--- src/rtl/bpt_pkg.sv ---
package bpt_pkg;

    typedef enum logic [1:0] {
        DIR_STRONG_NT = 2'b00,
        DIR_WEAK_NT   = 2'b01,
        DIR_WEAK_T    = 2'b10,
        DIR_STRONG_T  = 2'b11
    } dir_state_e;

    // Resolved branch report from the back end of the pipe
    typedef struct packed {
        logic valid;
        logic taken;
    } upd_cmd_t;

    // Next-state rule; note the jumps out of the two weak states
    function automatic dir_state_e dir_next(input dir_state_e cur, input logic taken);
        dir_state_e nxt;
        unique case (cur)
            DIR_STRONG_NT: nxt = taken ? DIR_WEAK_NT  : DIR_STRONG_NT;
            DIR_WEAK_NT:   nxt = taken ? DIR_STRONG_T : DIR_STRONG_NT;
            DIR_WEAK_T:    nxt = taken ? DIR_STRONG_T : DIR_STRONG_NT;
            default:       nxt = taken ? DIR_STRONG_T : DIR_WEAK_T;
        endcase
        return nxt;
    endfunction

    function automatic logic dir_predict(input dir_state_e cur);
        return (cur == DIR_WEAK_T) || (cur == DIR_STRONG_T);
    endfunction

endpackage

--- src/rtl/bpt_index.sv ---
module bpt_index #(
    parameter int unsigned PC_W    = 32,
    parameter int unsigned IDX_LSB = 2,
    parameter int unsigned IDX_W   = 2
) (
    input  logic [PC_W-1:0]  pc,
    output logic [IDX_W-1:0] idx
);
    assign idx = pc[IDX_LSB +: IDX_W];

    // Bits outside the index field take no part in selection
    logic unused_pc_bits;
    assign unused_pc_bits = ^{pc[PC_W-1:IDX_LSB+IDX_W], pc[IDX_LSB-1:0]};
endmodule

--- src/rtl/bpt_slot.sv ---
module bpt_slot
    import bpt_pkg::*;
(
    input  logic       clk,
    input  logic       rst,
    input  logic       wr_en,
    input  logic       taken,
    output dir_state_e state
);
    always_ff @(posedge clk) begin
        if (rst) begin
            state <= DIR_STRONG_NT;
        end else if (wr_en) begin
            state <= dir_next(state, taken);
        end
    end
endmodule

--- src/rtl/bpt_read.sv ---
module bpt_read
    import bpt_pkg::*;
#(
    parameter int unsigned SLOTS = 4,
    parameter int unsigned IDX_W = 2
) (
    input  dir_state_e [SLOTS-1:0] states,
    input  logic [IDX_W-1:0]       idx,
    output dir_state_e             sel,
    output logic                   taken
);
    assign sel   = states[idx];
    assign taken = dir_predict(sel);
endmodule

--- src/rtl/branch_dir_table.sv ---
module branch_dir_table
    import bpt_pkg::*;
#(
    parameter int unsigned PC_W    = 32,
    parameter int unsigned SLOTS   = 4,
    parameter int unsigned IDX_LSB = 2
) (
    input  logic            clk,
    input  logic            rst,
    input  logic [PC_W-1:0] lookup_pc,
    output logic            predict_taken,
    output logic [1:0]      lookup_state,
    input  logic            upd_valid,
    input  logic [PC_W-1:0] upd_pc,
    input  logic            upd_taken
);
    localparam int unsigned IDX_W = $clog2(SLOTS);

    logic [IDX_W-1:0]       look_idx;
    logic [IDX_W-1:0]       upd_idx;
    upd_cmd_t               cmd;
    dir_state_e [SLOTS-1:0] slot_q;
    dir_state_e             look_sel;

    assign cmd = '{valid: upd_valid, taken: upd_taken};

    bpt_index #(.PC_W(PC_W), .IDX_LSB(IDX_LSB), .IDX_W(IDX_W)) u_look_idx (
        .pc  (lookup_pc),
        .idx (look_idx)
    );

    bpt_index #(.PC_W(PC_W), .IDX_LSB(IDX_LSB), .IDX_W(IDX_W)) u_upd_idx (
        .pc  (upd_pc),
        .idx (upd_idx)
    );

    for (genvar g = 0; g < SLOTS; g++) begin : g_slot
        logic sel_wr;
        assign sel_wr = cmd.valid && (upd_idx == IDX_W'(g));
        bpt_slot u_slot (
            .clk   (clk),
            .rst   (rst),
            .wr_en (sel_wr),
            .taken (cmd.taken),
            .state (slot_q[g])
        );
    end

    bpt_read #(.SLOTS(SLOTS), .IDX_W(IDX_W)) u_read (
        .states (slot_q),
        .idx    (look_idx),
        .sel    (look_sel),
        .taken  (predict_taken)
    );

    assign lookup_state = look_sel;
endmodule

--- config.mk ---
export PLATFORM = sky130hd
export DESIGN_NAME = branch_dir_table
export DESIGN_NICKNAME = d
export VERILOG_FILES = /design/src/rtl/bpt_pkg.sv /design/src/rtl/bpt_index.sv /design/src/rtl/bpt_slot.sv /design/src/rtl/bpt_read.sv /design/src/rtl/branch_dir_table.sv
export SDC_FILE = /design/constraint.sdc
export NUM_CORES = 1
export LEC_CHECK = 0
export BUFFER_PORTS_ARGS = -buffer_cell sky130_fd_sc_hd__buf_2
export CAP_MARGIN = 5
export CELL_PAD_IN_SITES_DETAIL_PLACEMENT = 0
export CELL_PAD_IN_SITES_GLOBAL_PLACEMENT = 1
export CORE_AREA = 2 2 58 60
export DETAILED_ROUTE_END_ITERATION = 7
export DIE_AREA = 0 0 60 62
export PLACE_DENSITY_LB_ADDON = 0.1
export SLEW_MARGIN = 15
export SYNTH_ARGS = -nofsm -noshare
export SYNTH_HDL_FRONTEND = slang
export SYNTH_SLANG_ARGS = --single-unit
--- constraint.sdc ---
create_clock -name clk -period 1.85 [get_ports clk]
set_input_delay 0.0925 -clock clk [delete_from_list [all_inputs] [get_ports clk]]
set_output_delay 0.0925 -clock clk [all_outputs]
set_load 0.01 [all_outputs]
==> flow_summary.ini, run 1 <==
[run_status]
status = finished, final reports clean

[finish]
area_growth_pct = 23.8
top_register = g_slot.u_slot.state
largestRegisters = g_slot.u_slot.state: 8 flops
antenna-diode-count = 0
nets = 142
largest_reg_flops = 8
drive_above_1_share_pct = 29.4

[timing]
rsz0062_at_grt = false
final-hold-violation-count = 0
min_period_over_period_pct = 74.9
max_freq_ghz = 0.722
setup_viol = 0
post-route-min-period_ns = 1.39
tightest_slew_ns = 0.274
final_max_slew_viol_count = 0
relSlewSlack_pct = 81.7
fin_setup_tns_ns = 0
finClkSkew_ns = 0.000146

[pwr]
power_density_nw_per_um2 = 579
irDropWorstVdd_mv = 0.0827
p_leak_nw = 0.224
p_total_uw = 359

[floorplanning]
rows = 21
dieArea_um2 = 3720
start_util_pct = 15.7
core_area_um2 = 3180
die_x_um = 60
ios = 71
die_h_um = 62

[critical_path]
slowest_delay_ns = 0.36
cp.arrival_ns = 1.57
path_class = register to register
cp.required_ns = 2.03
start_kind = register
cp_top_family = compound AO/OA/AOI/OAI gates
critPathBufInv = 1
slowest_stage = dfxtp_1
path_cells = inv_1 -> ha_1 -> or2_0 -> a211o_1 -> a21oi_1
end_kind = register
crit_fanout = 3

[cts]
cts_max_level = 1
clk_pin_slew_worst_paths_ns = 0.05
cts_resized = 0
cts_tree = built
cts_setup_buffers = 0
insertion_delay_ns = 0.25
numCtsBuffers = 3
cts_sinks = 8
clockRootBuffer = clkbuf_4
cts_hold_buf = 0
cts.path.max_buffers = 2

[global_routing]
antenna_found_initial = 0
grt_max_degree = 9
grt_overflow = 0
grt_pass1_vias = 427
grtUsageTotal_pct = 7.49
grt_pass1_wl_um = 1950

[logic_synthesis]
synth-seq-cells = 8
synthDistinctLibCells = 23
synth_nets = 129
synthCells = 57
yosysSeqAreaShare_pct = 32.0
yosys_warnings = 0
postSynthAreaPerCell_um2 = 8.78
synth_area_um2 = 500

[detailed_routing]
drtAntennaViolNets = 0
drtPass1Iterations = 4
routed_wl_um = 1120
drc = 0
drt_iter0_markers = 13
vias = 402
via_per_inst = 3.53
drt-wirelength-per-cell_um = 9.85

[run]
maxCapViolCount = 0

[min_path]
min_path_type = primary input to register

[placement]
portBuffers = 10
globalplace.congestion = 0.630
place_hpwl_um = 928
cell families (layout without fill, tap and decap cells):
kind of cell,after synthesis,count (layout),synth area share (%)
fa+ha+maj,4,4,10.0
mux,5,5,15.0
flops,8,8,32.0
compound gates,11,11,14.2
buf+inv,10,21,8.25
simple gates,19,19,20.5
power by group:
part,switching (mW),internal (mW)
Sequential,0.00328,0.177
Combinational,0.0260,0.0224
Clock,0.0565,0.0741
final timing paths:
| check | slack [ns] | end | from | cells past startpoint |
|---|---|---|---|---|
| max | 0.46 | g_slot[1].u_slot.state[1] | g_slot[1].u_slot.state[0] | 5 |
| min reg2reg | 0.49 | g_slot[3].u_slot.state[1] | g_slot[3].u_slot.state[1] | 2 |
| min | 0.13 | g_slot[3].u_slot.state[1] | rst | 2 |
| max reg2reg | 0.46 | g_slot[1].u_slot.state[1] | g_slot[1].u_slot.state[0] | 5 |
Yosys cell counts, drive strengths merged:
| library cell | number | area share [%] |
|---|---|---|
| nand3b | 1 | 1.5 |
| nor3b | 1 | 2.5 |
| nand2 | 6 | 4.5 |
| nand3 | 1 | 1.0 |
| and2 | 1 | 1.3 |
| a21oi | 5 | 6.5 |
| nand4b | 1 | 1.8 |
| buf | 2 | 2.2 |
| nor2 | 4 | 3.0 |
| dfxtp | 8 | 32 |
| or2 | 3 | 3.8 |
| inv | 8 | 6.0 |
| mux4 | 2 | 9.0 |
| mux2i | 3 | 6.0 |
| o21ai | 3 | 3.0 |
| a211o | 1 | 1.8 |
| ha | 4 | 10 |
| a21o | 2 | 3.0 |
| nand2b | 1 | 1.3 |
layout by cell type, fill, tap and decap left out:
| cell | count |
|---|---|
| a211o_1 | 1 |
| a21o_1 | 2 |
| a21oi_1 | 3 |
| a21oi_2 | 2 |
| and2_1 | 1 |
| buf_2 | 10 |
| clkbuf_4 | 3 |
| dfxtp_1 | 8 |
| ha_1 | 4 |
| inv_1 | 8 |
| mux2i_1 | 3 |
| mux4_2 | 2 |
| nand2_1 | 6 |
| nand2b_1 | 1 |
| nand3_1 | 1 |
| nand3b_1 | 1 |
| nand4b_1 | 1 |
| nor2_1 | 4 |
| nor3b_2 | 1 |
| o21ai_0 | 1 |
| o21ai_1 | 2 |
| or2_0 | 1 |
| or2_2 | 2 |
metal layers:
| layer | vias to the layer above | routed length (um) | global-route usage (%) |
|---|---|---|---|
| li1 | 215 | - | - |
| met1 | 174 | 516 | 8.65 |
| met2 | 11 | 517 | 11.6 |
| met3 | 2 | 66 | 2.90 |
| met4 | 0 | 22 | 4.76 |
| met5 | - | 0 | 0 |
through the flow:
step / cell area (um2) / worst slack (ns) / hold WS, ns / cells / utilization [%]
2_1_floorplan: 500 / 0.557 / 0.236 / 57 / -
3_5_place_dp: 597 / 0.469 / 0.394 / 111 / 18.8
3_3_place_gp: 597 / 0.447 / 0.401 / 111 / 18.8
5_1_grt: 619 / 0.379 / 0.121 / 114 / 19.5
4_1_cts: 619 / 0.453 / 0.129 / 114 / 19.5
6_report: 619 / 0.464 / 0.133 / 114 / 19.5
final cells by class:
type / instances / area, um2
inverter: 8 / 30.0
multi-input combinational: 39 / 299
clock buffer: 3 / 22.5
fill: 355 / 2560
timing repair buffer: 10 / 50.0
sequential: 8 / 160
tap: 46 / 57.6
No activity file was read; power rests on OpenSTA's default activity.
==> inputs of run 2 (changes only) <==
- clock period: 1.85 -> 1.4 ns (I/O delays scaled with it)
==> flow_summary.ini, run 2 (synthesis gave the netlist of run 1 again) <==
[timing]
tightest_slew_ns = 0.249
finClkSkew_ns = 0.000135
max_freq_ghz = 0.726
min_period_over_period_pct = 98.4
rsz0062_at_grt = true
final-hold-violation-count = 0
setup_viol = 0
relSlewSlack_pct = 83.3
whs_ns = 0.114
fin_ws_ns = 0.0224
final_max_slew_viol_count = 0
post-route-min-period_ns = 1.38

[critical_path]
crit_fanout = 2
path_class = register to output pin
crit_start = g_slot[1].u_slot.state[1]
cp.required_ns = 1.33
start_kind = register
end_kind = output pin
reg2reg_depth = 5
ff2ff_setup_slack_ns = 0.07
cp.arrival_ns = 1.31
r2r-end = g_slot[3].u_slot.state[1]
worstReg2RegStart = g_slot[3].u_slot.state[0]

[floorplanning]
dieArea_um2 = 3720
die_x_um = 60
rows = 21
core_area_um2 = 3180
ios = 71
die_h_um = 62
start_util_pct = 15.7

[placement]
portBuffers = 10
globalplace.congestion = 0.629
place_inst = 115
post-place-ws_ns = 0.0478
place_hpwl_um = 981

[min_path]
min_to = g_slot[1].u_slot.state[1]
hold_path_depth = 2
min_from = rst
min_path_type = primary input to register

[global_routing]
grt_max_degree = 9
grtUsageTotal_pct = 7.56
grt_pass1_wl_um = 2080
antenna_found_initial = 0
grt_overflow = 0
grt_pass1_vias = 445

[finish]
area_growth_pct = 33.3
mostFrequentLayoutCells = inv_1, buf_2, nand2_1
top_register = g_slot.u_slot.state
layout_commonest_cell = inv_1
fillers = 359
antenna-diode-count = 0
largest_reg_flops = 8
nets = 144
largestRegisters = g_slot.u_slot.state: 8 flops
stdcell_count = 116
drive_above_1_share_pct = 40.0

[run]
maxCapViolCount = 0

[cts]
clockRootBuffer = clkbuf_4
cts_hold_buf = 0
cts_sinks = 8
clk_pin_slew_worst_paths_ns = 0.06
cts_tree = built
cts_resized = 0
cts.path.max_buffers = 2
insertion_delay_ns = 0.24
cts_setup_buffers = 0
cts_max_level = 1
numCtsBuffers = 3

[detailed_routing]
drt_iter0_markers = 8
drtPass1Iterations = 4
vias = 420
drc = 0
routed_wl_um = 1170
drtAntennaViolNets = 0
drt-wirelength-per-cell_um = 10.1
via_per_inst = 3.62

[pwr]
p_total_uw = 482
p_leak_nw = 0.240
power_density_nw_per_um2 = 723
irDropWorstVdd_mv = 0.120

[run_status]
status = finished, final reports clean
==> run 2: area by class of cell <==
class	instances	area (um2)	share of cell area (%)
Sequential cell	8	166	25.0
Clock buffer	3	22.5	3.38
Inverter	8	30.0	4.50
Multi-Input combinational cell	39	303	45.4
Timing Repair Buffer	12	87.6	13.1
Tap cell	46	57.6	8.63
==> run 2: metal layers <==
layer  vias to the layer above  routed length, um  GRT usage, %
met5                         -                  0             0
met4                         0                  0          3.81
met3                         0                 56          1.45
met2                        11                554          12.3
met1                       189                562          9.60
li1                        220                  -             -
==> run 2: report_power, final <==
part           total [mW]  internal [mW]  leakage (nW)  switching, mW
sequential          0.238          0.234        0.0672        0.00413
combinational      0.0707         0.0338         0.159         0.0368
clock               0.173         0.0979        0.0138         0.0755
total               0.482          0.366         0.240          0.117
==> run 2: worst max path at each step <==
stage | endpoint | slack [ns] | cells past startpoint
finish | lookup_state[1] | 0.02 | 3
CTS | lookup_state[1] | 0.0005 | 3
global route | lookup_state[1] | -0.01 | 3
detailed placement | g_slot[1].u_slot.state[1] | 0.05 | 5
global placement | g_slot[1].u_slot.state[1] | 0.03 | 5
floorplan | g_slot[1].u_slot.state[1] | 0.11 | 5
==> run 2: worst max-delay path, stage by stage (launching register included) <==
cell	delay, ns
dfxtp_2	0.32
buf_6	0.11
mux4_2	0.49
buf_6	0.14
==> run 2: per-stage QoR <==
stage | setup TNS, ns | util, % | cell area (um2)
6_report | 0 | 21.0 | 667
3_3_place_gp | 0 | 19.7 | 627
3_5_place_dp | 0 | 19.7 | 627
2_1_floorplan | 0 | - | 500
4_1_cts | 0 | 20.4 | 649
5_1_grt | -0.0328 | 21.0 | 667
==> inputs of run 3 (changes only) <==
--- a/config.mk
+++ b/config.mk
@@ -11,5 +11,6 @@
 export CELL_PAD_IN_SITES_GLOBAL_PLACEMENT = 1
-export CORE_AREA = 2 2 58 60
+export CORE_AREA = 2 2 56 58
+export CTS_BUF_LIST = sky130_fd_sc_hd__clkbuf_4
 export DETAILED_ROUTE_END_ITERATION = 7
-export DIE_AREA = 0 0 60 62
+export DIE_AREA = 0 0 58 60
 export PLACE_DENSITY_LB_ADDON = 0.1
==> constraint.sdc (replaced) <==
create_clock -name clk -period 1.4 [get_ports clk]
set_input_delay 0.28 -clock clk [delete_from_list [all_inputs] [get_ports clk]]
set_output_delay 0.28 -clock clk [all_outputs]
set_load 0.01 [all_outputs]
==> flow_summary.ini, run 3 (synthesis gave the netlist of run 1 again) <==
[run_status]
status = finished, violations left
violations = negative setup slack

[min_path]
min_path_type = primary input to register
hold_path_depth = 2

[pwr]
power_density_nw_per_um2 = 721
p_total_uw = 489
p_leak_nw = 0.245
irDropWorstVdd_mv = 0.306

[critical_path]
cp.arrival_ns = 1.21
path_class = register to output pin
reg2reg_depth = 6
start_kind = register
cp.required_ns = 1.12
end_kind = output pin
crit_fanout = 2

[timing]
whs_ns = 0.313
relSlewSlack_pct = 82.6
final_max_slew_viol_count = 0
max_freq_ghz = 0.671
post-route-min-period_ns = 1.49
fin_ws_ns = -0.0911
rsz0062_at_grt = true
final-hold-violation-count = 0
min_period_over_period_pct = 107
setup_viol = 3
tightest_slew_ns = 0.259
finClkSkew_ns = 0.000104

[cts]
cts_sinks = 8
clockRootBuffer = clkbuf_4
numCtsBuffers = 3
insertion_delay_ns = 0.24
clk_pin_slew_worst_paths_ns = 0.06
cts_hold_buf = 0
cts_max_level = 1
cts.path.max_buffers = 2
cts_tree = built

[finish]
stdcell_count = 103
area_growth_pct = 35.5
top_register = g_slot.u_slot.state
drive_above_1_share_pct = 45.7
largestRegisters = g_slot.u_slot.state: 8 flops
largest_reg_flops = 8
antenna-diode-count = 0
nets = 144
mostFrequentLayoutCells = buf_2, inv_1, nand2_1
layout_commonest_cell = buf_2
utilization_pct = 23.4
fin_area_um2 = 678

[detailed_routing]
drc = 0
drt_iter0_markers = 4
drtAntennaViolNets = 0
drt-wirelength-per-cell_um = 11.7
drtPass1Iterations = 2
via_per_inst = 3.98
routed_wl_um = 1210
vias = 410

[floorplanning]
ios = 71
dieArea_um2 = 3480
rows = 20
core_area_um2 = 2900
die_x_um = 58
start_util_pct = 17.2
die_h_um = 60

[global_routing]
use_met3_pct = 1.95
top_usage_layer = met2
grt_max_degree = 9
globalRouteMet2Util_pct = 12.5
antenna_found_initial = 0
grt_pass1_wl_um = 2100
met1_usage_pct = 10.6
grtUsageTotal_pct = 8.11
grt_overflow = 0
grt_pass1_vias = 472

[run]
maxCapViolCount = 0

[placement]
place_area_um2 = 603
globalplace.congestion = 0.629
place_hpwl_um = 947
portBuffers = 10
place_inst = 101
run 3: layout make-up:
| class | count | area (um2) |
|---|---|---|
| well taps | 33 | 41.3 |
| repair buffers | 12 | 87.6 |
| multi-input cells | 39 | 328 |
| flip-flops and latches | 8 | 166 |
| fillers | 329 | 2220 |
| inverters | 8 | 32.5 |
| clock buffers | 3 | 22.5 |
run 3: critical path, stage by stage, from the launching register on:
cell and delay (ns):
dfxtp_2 0.33, mux4_2 0.49, buf_6 0.14
run 3: path summary, 6_finish.rpt:
check                       startpoint  slack (ns)                   endpoint
min reg2reg  g_slot[2].u_slot.state[1]        0.49  g_slot[2].u_slot.state[1]
max reg2reg  g_slot[1].u_slot.state[1]        0.03  g_slot[1].u_slot.state[1]
max          g_slot[1].u_slot.state[1]       -0.09            lookup_state[1]
min                                rst        0.31  g_slot[3].u_slot.state[1]
run 3: where the power goes:
group | switching (mW) | internal [mW]
clock network | 0.0783 | 0.0981
registers | 0.00467 | 0.234
logic | 0.0383 | 0.0355
total | 0.121 | 0.368
run 3: timing repair:
item                       4_1_cts  5_1_grt
setup endpoints to repair        3        6
resized for setup                7        8
pin swaps                        2        5
setup buffers                    2        0
run 3: per-layer routing:
layer  vias to the layer above  part of all wire, %
li1                        220                    -
met1                       179                   55
met2                        11                   41
met3                         0                  4.1
met4                         0                    0
met5                         -                    0
run 3: stage by stage:
step	setup TNS [ns]	worst slack (ns)
2_1_floorplan	0	0.107
3_3_place_gp	0	0.0298
3_5_place_dp	0	0.0428
4_1_cts	-0.338	-0.107
5_1_grt	-0.394	-0.128
6_report	-0.248	-0.0911
